===== config.mk =====
export PLATFORM = sky130hd
export DESIGN_NAME = ioexp_i2c_expander
export DESIGN_NICKNAME = d
export VERILOG_FILES = /design/src/rtl/ioexp_pkg.sv /design/src/rtl/ioexp_line_filter.sv /design/src/rtl/ioexp_bus_cond.sv /design/src/rtl/ioexp_slave_fsm.sv /design/src/rtl/ioexp_i2c_expander.sv
export SDC_FILE = /design/constraint.sdc
export NUM_CORES = 1
export LEC_CHECK = 0
export CAP_MARGIN = 15
export CORE_MARGIN = 4
export CORE_UTILIZATION = 40
export CTS_CLUSTER_DIAMETER = 100
export DETAILED_ROUTE_END_ITERATION = 8
export GPL_TIMING_DRIVEN = 0
export PLACE_DENSITY_LB_ADDON = 0.25
export SLEW_MARGIN = 20
export SYNTH_ARGS = -nofsm -noshare
export SYNTH_HDL_FRONTEND = slang
export SYNTH_SLANG_ARGS = --single-unit
export TNS_END_PERCENT = 1

===== constraint.sdc =====
create_clock -name clk -period 3.9 [get_ports clk]
set_clock_uncertainty 0.05 [all_clocks]
set_input_delay 0.585 -clock clk [delete_from_list [all_inputs] [get_ports clk]]
set_output_delay 0.585 -clock clk [all_outputs]
set_load 0.1 [all_outputs]

===== src/rtl/ioexp_pkg.sv =====
// Shared types for the serial-bus port expander.
// Assumes a byte-wide bus protocol and a single parallel port.
package ioexp_pkg;
    localparam int BYTE_W = 8;

    typedef enum logic [2:0] {
        ST_IDLE,   // ignoring bus until next start
        ST_ADDR,   // shifting address byte
        ST_AACK,   // acknowledging address
        ST_WDATA,  // shifting write data
        ST_WACK,   // acknowledging write data, latching port
        ST_RDATA,  // shifting read data out
        ST_RACK    // sampling master acknowledge
    } bus_st_t;
endpackage


===== src/rtl/ioexp_line_filter.sv =====
// Synchronizes one bus line and filters glitches.
// Assumes the line idles high; a level must persist FILT_CNT clocks to pass.
module ioexp_line_filter #(
    parameter int FILT_CNT = 3
) (
    input  logic clk,
    input  logic rst_n,
    input  logic raw,
    output logic clean
);
    localparam int CW = $clog2(FILT_CNT + 1);

    logic [1:0]    sync_q;
    logic [CW-1:0] cnt_q;

    // two-flop synchronizer into the system clock domain
    always_ff @(posedge clk) begin
        if (!rst_n) sync_q <= 2'b11;
        else        sync_q <= {sync_q[0], raw};
    end

    // accept a new level only after FILT_CNT consecutive samples
    always_ff @(posedge clk) begin
        if (!rst_n) begin
            clean <= 1'b1;
            cnt_q <= '0;
        end else if (sync_q[1] != clean) begin
            if (cnt_q == CW'(FILT_CNT - 1)) begin
                clean <= sync_q[1];
                cnt_q <= '0;
            end else begin
                cnt_q <= cnt_q + CW'(1);
            end
        end else begin
            cnt_q <= '0;
        end
    end
endmodule


===== src/rtl/ioexp_bus_cond.sv =====
// Filters SCL and SDA and decodes clock edges, start and stop conditions.
// Assumes both lines see identical filter delay so their order is preserved.
module ioexp_bus_cond #(
    parameter int FILT_CNT = 3
) (
    input  logic clk,
    input  logic rst_n,
    input  logic scl_raw,
    input  logic sda_raw,
    output logic scl_f,
    output logic sda_f,
    output logic scl_rise,
    output logic scl_fall,
    output logic start_c,
    output logic stop_c
);
    logic [1:0] raw_v;
    logic [1:0] clean_v;
    logic       scl_q, sda_q;

    assign raw_v = {sda_raw, scl_raw};

    generate
        for (genvar g = 0; g < 2; g++) begin : g_line
            ioexp_line_filter #(.FILT_CNT(FILT_CNT)) u_filt (
                .clk   (clk),
                .rst_n (rst_n),
                .raw   (raw_v[g]),
                .clean (clean_v[g])
            );
        end
    endgenerate

    assign scl_f = clean_v[0];
    assign sda_f = clean_v[1];

    // previous filtered levels for edge detection
    always_ff @(posedge clk) begin
        if (!rst_n) begin
            scl_q <= 1'b1;
            sda_q <= 1'b1;
        end else begin
            scl_q <= scl_f;
            sda_q <= sda_f;
        end
    end

    assign scl_rise = scl_f & ~scl_q;
    assign scl_fall = ~scl_f & scl_q;
    assign start_c  = scl_f & scl_q & sda_q & ~sda_f;
    assign stop_c   = scl_f & scl_q & ~sda_q & sda_f;
endmodule


===== src/rtl/ioexp_slave_fsm.sv =====
// Bus protocol engine: address match, write latch, read snapshot.
// Assumes clean single-cycle edge and condition pulses from ioexp_bus_cond.
module ioexp_slave_fsm
    import ioexp_pkg::*;
#(
    parameter int         STRAP_W   = 3,
    parameter logic [6:0] ADDR_BASE = 7'h20
) (
    input  logic               clk,
    input  logic               rst_n,
    input  logic               scl_rise,
    input  logic               scl_fall,
    input  logic               sda_f,
    input  logic               start_c,
    input  logic               stop_c,
    input  logic [STRAP_W-1:0] strap,
    input  logic [BYTE_W-1:0]  pins_in,
    output logic               sda_oe,
    output logic [BYTE_W-1:0]  port_out,
    output logic               wr_strobe,
    output logic               rd_strobe
);
    localparam int HI_W = 7 - STRAP_W;

    bus_st_t             st_q;
    logic [3:0]          bitcnt_q;
    logic [BYTE_W-1:0]   shreg_q;
    logic                rw_q, mack_q;
    logic [STRAP_W-1:0]  strap_q;
    logic                addr_hit;

    // compare received address with fixed bits and captured straps
    always_comb begin
        addr_hit = (shreg_q[7 -: HI_W] == ADDR_BASE[6 -: HI_W]) &&
                   (shreg_q[STRAP_W:1] == strap_q);
    end

    // protocol sequencing, shifting, port latch and strobes
    always_ff @(posedge clk) begin
        if (!rst_n) begin
            st_q      <= ST_IDLE;
            bitcnt_q  <= '0;
            shreg_q   <= '0;
            rw_q      <= 1'b0;
            mack_q    <= 1'b0;
            strap_q   <= '0;
            port_out  <= '1;
            wr_strobe <= 1'b0;
            rd_strobe <= 1'b0;
        end else begin
            wr_strobe <= 1'b0;
            rd_strobe <= 1'b0;
            if (start_c) begin
                st_q     <= ST_ADDR;
                bitcnt_q <= '0;
                strap_q  <= strap;
            end else if (stop_c) begin
                st_q <= ST_IDLE;
            end else begin
                case (st_q)
                    ST_ADDR, ST_WDATA: begin
                        if (scl_rise) begin
                            shreg_q  <= {shreg_q[6:0], sda_f};
                            bitcnt_q <= bitcnt_q + 4'd1;
                        end else if (scl_fall && bitcnt_q == 4'd8) begin
                            bitcnt_q <= '0;
                            if (st_q == ST_WDATA) begin
                                st_q <= ST_WACK;
                            end else if (addr_hit) begin
                                st_q <= ST_AACK;
                                rw_q <= shreg_q[0];
                            end else begin
                                st_q <= ST_IDLE;
                            end
                        end
                    end
                    ST_AACK: begin
                        if (scl_rise && rw_q) begin
                            shreg_q   <= pins_in;
                            rd_strobe <= 1'b1;
                        end else if (scl_fall) begin
                            st_q <= rw_q ? ST_RDATA : ST_WDATA;
                        end
                    end
                    ST_WACK: begin
                        if (scl_rise) begin
                            port_out  <= shreg_q;
                            wr_strobe <= 1'b1;
                        end else if (scl_fall) begin
                            st_q <= ST_IDLE;
                        end
                    end
                    ST_RDATA: begin
                        if (scl_fall) begin
                            shreg_q  <= {shreg_q[6:0], 1'b0};
                            bitcnt_q <= bitcnt_q + 4'd1;
                            if (bitcnt_q == 4'd7) begin
                                st_q     <= ST_RACK;
                                bitcnt_q <= '0;
                            end
                        end
                    end
                    ST_RACK: begin
                        if (scl_rise) begin
                            mack_q <= ~sda_f;
                            if (!sda_f) begin
                                shreg_q   <= pins_in;
                                rd_strobe <= 1'b1;
                            end
                        end else if (scl_fall) begin
                            st_q <= mack_q ? ST_RDATA : ST_IDLE;
                        end
                    end
                    default: ;
                endcase
            end
        end
    end

    // open-drain drive: acknowledges and read data bits
    always_comb begin
        case (st_q)
            ST_AACK, ST_WACK: sda_oe = 1'b1;
            ST_RDATA:         sda_oe = ~shreg_q[7];
            default:          sda_oe = 1'b0;
        endcase
    end
endmodule


===== src/rtl/ioexp_i2c_expander.sv =====
// Top: serial-bus slave bridging to one 8-bit parallel port.
// Assumes clk is fast enough that each SCL phase spans well over FILT_CNT+4 clocks.
module ioexp_i2c_expander #(
    parameter int         FILT_CNT  = 3,
    parameter int         STRAP_W   = 3,
    parameter logic [6:0] ADDR_BASE = 7'h20
) (
    input  logic               clk,
    input  logic               rst_n,
    input  logic               scl_in,
    input  logic               sda_in,
    input  logic [STRAP_W-1:0] strap,
    input  logic [7:0]         pins_in,
    output logic               sda_oe,
    output logic [7:0]         port_out,
    output logic               wr_strobe,
    output logic               rd_strobe
);
    logic scl_f, sda_f, scl_rise, scl_fall, start_c, stop_c;

    ioexp_bus_cond #(.FILT_CNT(FILT_CNT)) u_cond (
        .clk      (clk),
        .rst_n    (rst_n),
        .scl_raw  (scl_in),
        .sda_raw  (sda_in),
        .scl_f    (scl_f),
        .sda_f    (sda_f),
        .scl_rise (scl_rise),
        .scl_fall (scl_fall),
        .start_c  (start_c),
        .stop_c   (stop_c)
    );

    ioexp_slave_fsm #(.STRAP_W(STRAP_W), .ADDR_BASE(ADDR_BASE)) u_fsm (
        .clk       (clk),
        .rst_n     (rst_n),
        .scl_rise  (scl_rise),
        .scl_fall  (scl_fall),
        .sda_f     (sda_f),
        .start_c   (start_c),
        .stop_c    (stop_c),
        .strap     (strap),
        .pins_in   (pins_in),
        .sda_oe    (sda_oe),
        .port_out  (port_out),
        .wr_strobe (wr_strobe),
        .rd_strobe (rd_strobe)
    );
endmodule


==> results.yml, run 1 <==
routing:
  drc_errors: 0
  detail_route.iter0.violations: 122
  vias: 1716
  wl_per_cell_um: 12.7
  routed_wl_mm: 4.33
  ant_nets: 0
  dr.pass1.iters: 5
  viasPerCell: 5.05
synth:
  synth-edff-count: 0
  yosys_register_bits: 42
  async_flop_share_pct: 0
  synth-seq-area-share_pct: 40.4
  synth_nets: 256
  netlist_area_mm2: 0.00208
  yosysWarningCount: 0
  synth_ff_type: "dfxtp_1"
  postSynthAreaPerCell_um2: 8.79
  synth.distinct_cells: 47
  synthCells: 237
floorplanning:
  ios: 26
  fp-row-count: 26
  die_w_um: 80.2
  initial_core_util_pct: 41.1
  core_area_mm2: 0.00507
  die_y_um: 80.2
  die_area_mm2: 0.00643
global_routing:
  grt_first_pass_wirelength_mm: 7.27
  antenna_found_initial: 0
  grt_overflow: 0
  grt_pass1_vias: 1560
  grt_usage_pct: 14.6
  grt_max_degree: 14
finish:
  ff_latch_area_um2: 841
  multi_input_area_mm2: 0.00112
  drive_above_1_share_pct: 11.9
  finalNonFillerCells: 340
  fin_nets: 288
  fillers: 518
  stdcell_area_mm2: 0.00253
  post-route-util_pct: 49.9
  num_antenna_cells: 0
  area_growth_pct: 21.5
worst_hold_path:
  hp-start: "u_cond.g_line[1].u_filt.sync_q[0]"
  whs_endpoint: "u_cond.g_line[1].u_filt.sync_q[1]"
  hold_class: "flop to flop"
  min_path_cells: 1
sta:
  worst_pin_slew_ns: 0.969
  final.setup.tns_ns: 0
  hold_viol: 0
  setup_violations: 0
  finalCritPeriodShare_pct: 79.3
  holdWs_ns: 0.357
  setup_slack_ns: 0.808
  min_period_ns: 3.09
  finalMaxSlewViolations: 0
  rsz0062_at_grt: "false"
  max-slew-margin-rel_pct: 35.2
  fmax_mhz: 323
pwr:
  finalPower_uw: 803
  power_leakage_nw: 0.907
  vdd_drop_max_uv: 168
  powerDensity_mw_per_mm2: 317
critical_path:
  worst-path-buf-inv: 3
  startpoint_type: "flop"
  cpPeakStageDelay_ns: 1.17
  cp_max_fo: 10
  r2r-start: "u_cond.g_line[1].u_filt.clean"
  worstPathRequired_ns: 3.26
  slowest_stage: "clkdlybuf4s50_1"
  r2r-end: "u_fsm.shreg_q[2]"
  path_class: "flop to primary output"
  reg2reg_setup_slack_ns: 2.05
  cp_cell_sequence: "buf_4 -> buf_2 -> xnor2_1 -> o22ai_1 -> clkdlybuf4s50_1"
  rr_worst_depth: 7
  end_kind: "primary output"
  worstPathArrival_ns: 2.46
  crit_family: "buffers and inverters"
clock_network:
  cts_inserted_buffers: 5
  clk_pin_slew_ns: 0.08
  tritoncts: "done"
  cts_num_sinks: 42
  post-cts-setup-buffers: 0
  hold_buffers: 0
  ctsResizeCount: 0
  clock_latency_ns: 0.30
  cts_max_path_buffers: 2
  h-tree-depth: 2
  root_buffer: "clkbuf_8"
place:
  place_inst: 332
  place_area_mm2: 0.00242
  routabilityCongestion: 0.836
  port-buffer-count: 25
  dp_slack_ns: 1.14
  hpwl_mm: 3.22
outcome:
  run_status: "finished clean"
job:
  max_cap_viol_count: 0
## cells in the mapped netlist, drive strengths merged (5+ instances only)
| cell type | count | share of area, % |
|---|---|---|
| dfxtp | 42 | 40 |
| nand2 | 41 | 7.5 |
| nor2 | 26 | 4.9 |
| nand3 | 15 | 3.6 |
| mux2i | 11 | 5.3 |
| buf | 10 | 3.6 |
| inv | 10 | 1.8 |
| nand2b | 9 | 2.7 |
| nor2b | 8 | 3.8 |
| a311oi | 7 | 3.5 |
| o22ai | 7 | 2.4 |
| xnor2 | 6 | 2.5 |
| a21oi | 5 | 1.2 |
## cells by family (layout without fill, tap and decap cells)
family	Yosys count	in the layout	synth area share (%)
mux	11	11	5.29
simple gates	116	116	29.1
compound gates	34	34	14.0
buf+inv	23	56	5.95
xor+xnor	7	7	2.94
fa+ha+maj	4	4	2.40
flops	42	42	40.4
## where the power goes
group / switching [mW] / internal, mW / leakage, nW
combinational: 0.0107 / 0.0157 / 0.516
clock: 0.153 / 0.191 / 0.0514
sequential: 0.000928 / 0.431 / 0.340
## how the worst max path moves through the flow
stage | start | to | slack, ns | depth (start not counted)
floorplan | u_fsm.st_q[2] | sda_oe | 1.04 | 4
global placement | u_fsm.st_q[2] | sda_oe | 1.14 | 5
detailed placement | u_fsm.st_q[2] | sda_oe | 1.14 | 5
CTS | u_fsm.st_q[2] | sda_oe | 0.81 | 5
global route | u_fsm.st_q[2] | sda_oe | 0.67 | 5
finish | u_fsm.st_q[2] | sda_oe | 0.81 | 5
## per-layer routing
metal	track usage, %	vias up	share of wire, %
li1	-	881	-
met1	19.2	797	50
met2	22.4	30	44
met3	3.70	8	4.0
met4	6.93	0	2.0
met5	0	-	0
## flip-flops by register name (all words and copies together) (netlist names), 2 cells and up
signal,flops
u_fsm.port_out,8
u_fsm.shreg_q,8
u_cond.g_line.u_filt.cnt_q,4
u_cond.g_line.u_filt.sync_q,4
u_fsm.bitcnt_q,4
u_fsm.st_q,3
u_fsm.strap_q,3
u_cond.g_line.u_filt.clean,2
## cell usage in the layout, fill, tap and decap left out, types with 5 or more instances in the layout
cell type,n
nor2_1,24
nand2b_1,9
a21oi_1,5
xnor2_1,6
o22ai_1,6
a311oi_1,5
mux2i_1,11
dfxtp_1,42
clkdlybuf4s50_1,25
inv_1,10
clkbuf_8,5
nand2_1,40
nand3_1,15
## final cells by class
cell class	instances	area share, %
multi-input combinational	172	44.2
clock inverter	2	1.48
timing repair buffer	25	9.89
clock buffer	6	2.87
inverter	10	1.48
sequential	42	33.2
tap	70	3.46
buffer	13	3.41
(Power assumes the default switching activity.)
==> inputs of run 2 (changes only) <==
- clock period: 3.9 -> 2.68 ns (I/O delays scaled with it)
==> results.yml, run 2 (synthesized netlist as in run 1, its figures left out) <==
finish:
  num_antenna_cells: 0
  multi_input_area_mm2: 0.00112
  reg_top3: "u_fsm.port_out (8), u_fsm.shreg_q (8)"
  ff_latch_area_um2: 841
  final_common_cell: "dfxtp_1"
  drive_above_1_share_pct: 12.2
  final_cell_mix: "42 x dfxtp_1, 40 x nand2_1, 24 x nor2_1, 24 x clkdlybuf4s50_1, 15 x nand3_1"
  post-route-util_pct: 49.8
  fin_nets: 288
  area_growth_pct: 21.3
  fillers: 519
critical_path:
  slowest_stage: "clkbuf_2"
  startpoint_type: "flop"
  worst-path-buf-inv: 3
  worstPathRequired_ns: 2.23
  worstPathArrival_ns: 1.79
  path_class: "flop to primary output"
  cpPeakStageDelay_ns: 0.49
  crit_family: "buffers and inverters"
  end_kind: "primary output"
  r2r-start: "u_cond.g_line[1].u_filt.clean"
  cp_max_fo: 10
  startpoint: "u_fsm.st_q[2]"
  cp_cell_sequence: "buf_4 -> buf_2 -> xnor2_1 -> o22ai_1 -> clkbuf_2"
floorplanning:
  ios: 26
  core_area_mm2: 0.00507
  die_area_mm2: 0.00643
  die_w_um: 80.2
  die_y_um: 80.2
  initial_core_util_pct: 41.1
  fp-row-count: 26
sta:
  hold_viol: 0
  min_period_ns: 2.24
  fmax_mhz: 447
  worst_pin_slew_ns: 0.969
  finalCritPeriodShare_pct: 83.6
  rsz0062_at_grt: "false"
  finalMaxSlewViolations: 0
  setup_violations: 0
  max-slew-margin-rel_pct: 35.2
  final.setup.tns_ns: 0
global_routing:
  grt_pass1_vias: 1560
  grt_use_met3_pct: 3.70
  grt.busiest_layer: "met2"
  global_route.usage.met1_pct: 19.2
  grt_max_degree: 14
  grt_usage_pct: 14.6
  grt_first_pass_wirelength_mm: 7.27
  grt_overflow: 0
  antenna_found_initial: 0
  grtUsageMet2_pct: 22.4
clock_network:
  clock_latency_ns: 0.30
  h-tree-depth: 2
  tritoncts: "done"
  cts_num_sinks: 42
  root_buffer: "clkbuf_8"
  clk_pin_slew_ns: 0.08
  cts_max_path_buffers: 2
  cts_inserted_buffers: 5
pwr:
  vdd_drop_max_uv: 244
  power_leakage_nw: 0.909
  powerDensity_mw_per_mm2: 462
place:
  hpwl_mm: 3.22
  routabilityCongestion: 0.836
  port-buffer-count: 25
routing:
  ant_nets: 0
  vias: 1716
  dr.pass1.iters: 5
  viasPerCell: 5.05
  drc_errors: 0
  wl_per_cell_um: 12.8
  routed_wl_mm: 4.34
  detail_route.iter0.violations: 122
job:
  max_cap_viol_count: 0
outcome:
  run_status: "finished clean"
worst_hold_path:
  hp-start: "u_cond.g_line[1].u_filt.sync_q[0]"
  hold_class: "flop to flop"
==> run 2: stage by stage <==
stage | setup WS, ns | hold WS (ns) | std cells | total power, mW | cell area (um2)
floorplan | 0.000776 | 0.336 | 237 | 0.657 | 2080
global placement | 0.106 | 0.346 | 332 | 0.682 | 2420
detailed placement | 0.100 | 0.346 | 332 | 0.683 | 2420
CTS | 0.0608 | 0.362 | 340 | 1.18 | 2530
global route | 0.311 | 0.371 | 340 | 1.21 | 2530
finish | 0.440 | 0.357 | 340 | 1.17 | 2530
==> run 2: power breakdown <==
group          switching, mW  internal, mW
clock                  0.223         0.278
sequential           0.00135         0.627
combinational         0.0156        0.0229
total                  0.240         0.928
==> run 2: what timing repair did <==
action / in CTS / in global routing
resized for setup: 1 / 2
endpoints found under the setup margin: 1 / 1
setup buffers: 0 / 0
hold buffers: 0 / 0
==> run 2: cell type report <==
type | instances | area share, %
Multi-Input combinational cell | 172 | 44.3
Tap cell | 70 | 3.47
Buffer | 13 | 3.42
Clock buffer | 6 | 2.87
Sequential cell | 42 | 33.3
Timing Repair Buffer | 25 | 9.71
Inverter | 10 | 1.49
Clock inverter | 2 | 1.49
==> run 2: path summary, 6_finish.rpt <==
kind                                                          end  slack [ns]  depth (start not counted)
worst max-delay path                                       sda_oe        0.44                          5
worst min-delay path            u_cond.g_line[1].u_filt.sync_q[1]        0.36                          1
worst max register to register                   u_fsm.shreg_q[2]        0.83                          7
worst min register to register  u_cond.g_line[1].u_filt.sync_q[1]        0.36                          1
==> run 2: worst register-to-register path, stage by stage (launching register included) <==
cell	delay (ns)
dfxtp_1	0.33
buf_2	0.20
nor2b_4	0.14
o211ai_4	0.09
a221oi_4	0.46
buf_6	0.22
nor2_2	0.05
a311oi_2	0.23
==> run 2: layer usage <==
metal  wire length [um]  share of wire, %  vias up
met3                184               4.2        8
met5                  0                 0        -
met1               2170                50      797
met2               1890                44       30
met4                 88               2.0        0
li1                   -                 -      881
==> inputs of run 3 (changes only) <==
- clock period: 2.68 -> 2 ns (I/O delays scaled with it)
==> results.yml, run 3 (synthesized netlist as in run 1, its figures left out) <==
floorplanning:
  core_area_mm2: 0.00507
  die_area_mm2: 0.00643
  initial_core_util_pct: 41.1
  ios: 26
  fp-row-count: 26
  die_w_um: 80.2
  die_y_um: 80.2
place:
  port-buffer-count: 25
  routabilityCongestion: 0.851
  dp_slack_ns: -0.434
  place_area_mm2: 0.00243
  hpwl_mm: 3.21
finish:
  final_common_cell: "dfxtp_1"
  fillers: 517
  reg_top3: "u_fsm.port_out (8), u_fsm.shreg_q (8)"
  post-route-util_pct: 49.5
  final_cell_mix: "42 x dfxtp_1, 40 x nand2_1, 24 x nor2_1, 15 x nand3_1, 14 x clkdlybuf4s50_1"
  num_antenna_cells: 0
  drive_above_1_share_pct: 13.0
  stdcell_area_mm2: 0.00251
  area_growth_pct: 20.5
  fin_nets: 288
sta:
  min_period_ns: 1.89
  hold_viol: 0
  setup_violations: 0
  setup_slack_ns: 0.114
  max-slew-margin-rel_pct: 36.4
  finalCritPeriodShare_pct: 94.3
  rsz0062_at_grt: "true"
  finalMaxSlewViolations: 0
  fmax_mhz: 530
  worst_pin_slew_ns: 0.957
clock_network:
  h-tree-depth: 2
  root_buffer: "clkbuf_8"
  cts_max_path_buffers: 2
  hold_buffers: 0
  cts_num_sinks: 42
  tritoncts: "done"
  clock_latency_ns: 0.29
  cts_inserted_buffers: 5
  post-cts-setup-buffers: 0
  clk_pin_slew_ns: 0.08
critical_path:
  crit_cells: 5
  cp_cell_sequence: "buf_4 -> buf_2 -> xnor2_1 -> o22ai_2 -> buf_6"
  slowest_stage: "dfxtp_1"
  r2r-start: "u_cond.g_line[1].u_filt.clean"
  cp_max_fo: 10
  startpoint_type: "flop"
  cpPeakStageDelay_ns: 0.31
  end_kind: "primary output"
  path_class: "flop to primary output"
  worst-path-buf-inv: 3
  crit_end: "sda_oe"
  reg2reg_setup_slack_ns: 0.12
  startpoint: "u_fsm.st_q[2]"
  crit_family: "buffers and inverters"
  worstPathArrival_ns: 1.54
  worstPathRequired_ns: 1.65
  r2r-end: "u_fsm.shreg_q[0]"
  rr_worst_depth: 7
global_routing:
  grt_pass1_vias: 1547
  grt_usage_pct: 14.5
  antenna_found_initial: 0
  grt_overflow: 0
  grt_first_pass_wirelength_mm: 7.33
  grt_max_degree: 14
routing:
  dr.pass1.iters: 4
  wl_per_cell_um: 12.8
  viasPerCell: 5.05
  ant_nets: 0
  vias: 1716
  routed_wl_mm: 4.35
  detail_route.iter0.violations: 102
  drc_errors: 0
worst_hold_path:
  hp-start: "u_cond.g_line[1].u_filt.sync_q[0]"
  hold_class: "flop to flop"
job:
  max_cap_viol_count: 0
pwr:
  powerDensity_mw_per_mm2: 582
  finalPower_mw: 1.46
  power_leakage_nw: 0.901
  vdd_drop_max_uv: 217
outcome:
  run_status: "finished clean"
run 3: power by group:
| group | switching [mW] | internal, mW | total, mW |
|---|---|---|---|
| combinational | 0.0212 | 0.0307 | 0.0519 |
| sequential | 0.00195 | 0.840 | 0.842 |
| clock | 0.291 | 0.278 | 0.568 |
| total | 0.314 | 1.15 | 1.46 |
run 3: area by class of cell:
cell class	instances	area [um2]	share of cell area [%]
inverter	10	37.5	1.49
buffer	13	86.3	3.44
clock buffer	6	82.6	3.29
tap	70	87.6	3.49
timing repair buffer	25	239	9.52
multi-input combinational	172	1120	44.8
clock inverter	2	12.5	0.498
sequential	42	841	33.5
run 3: what timing repair did:
| action | 4_1_cts | 5_1_grt |
|---|---|---|
| resized for setup | 16 | 1 |
| pin swaps | 0 | 0 |
| endpoints found under the setup margin | 11 | 2 |
run 3: per-layer routing:
layer	global-route usage, %	share of wire [%]	routed length, um	up-vias
met5	0	0	0	-
met4	4.39	0.90	39	0
met3	3.14	3.4	150	4
met2	23.8	46	1990	28
met1	18.9	50	2170	808
li1	-	-	-	876
run 3: how the worst min path moves through the flow:
stage | slack [ns] | cells past startpoint | to
5_1_grt | 0.37 | 1 | u_cond.g_line[1].u_filt.sync_q[1]
2_1_floorplan | 0.34 | 1 | u_cond.g_line[0].u_filt.sync_q[1]
3_5_place_dp | 0.34 | 1 | u_cond.g_line[1].u_filt.sync_q[1]
4_1_cts | 0.36 | 1 | u_cond.g_line[1].u_filt.sync_q[1]
3_3_place_gp | 0.35 | 1 | u_cond.g_line[0].u_filt.sync_q[1]
6_report | 0.36 | 1 | u_cond.g_line[1].u_filt.sync_q[1]
run 3: stage by stage:
stage | hold slack (ns) | std cells | setup TNS (ns)
2_1_floorplan | 0.336 | 237 | 0
3_3_place_gp | 0.345 | 332 | -0.434
3_5_place_dp | 0.343 | 332 | -0.434
4_1_cts | 0.356 | 340 | 0
5_1_grt | 0.373 | 340 | -0.00311
6_report | 0.355 | 340 | 0
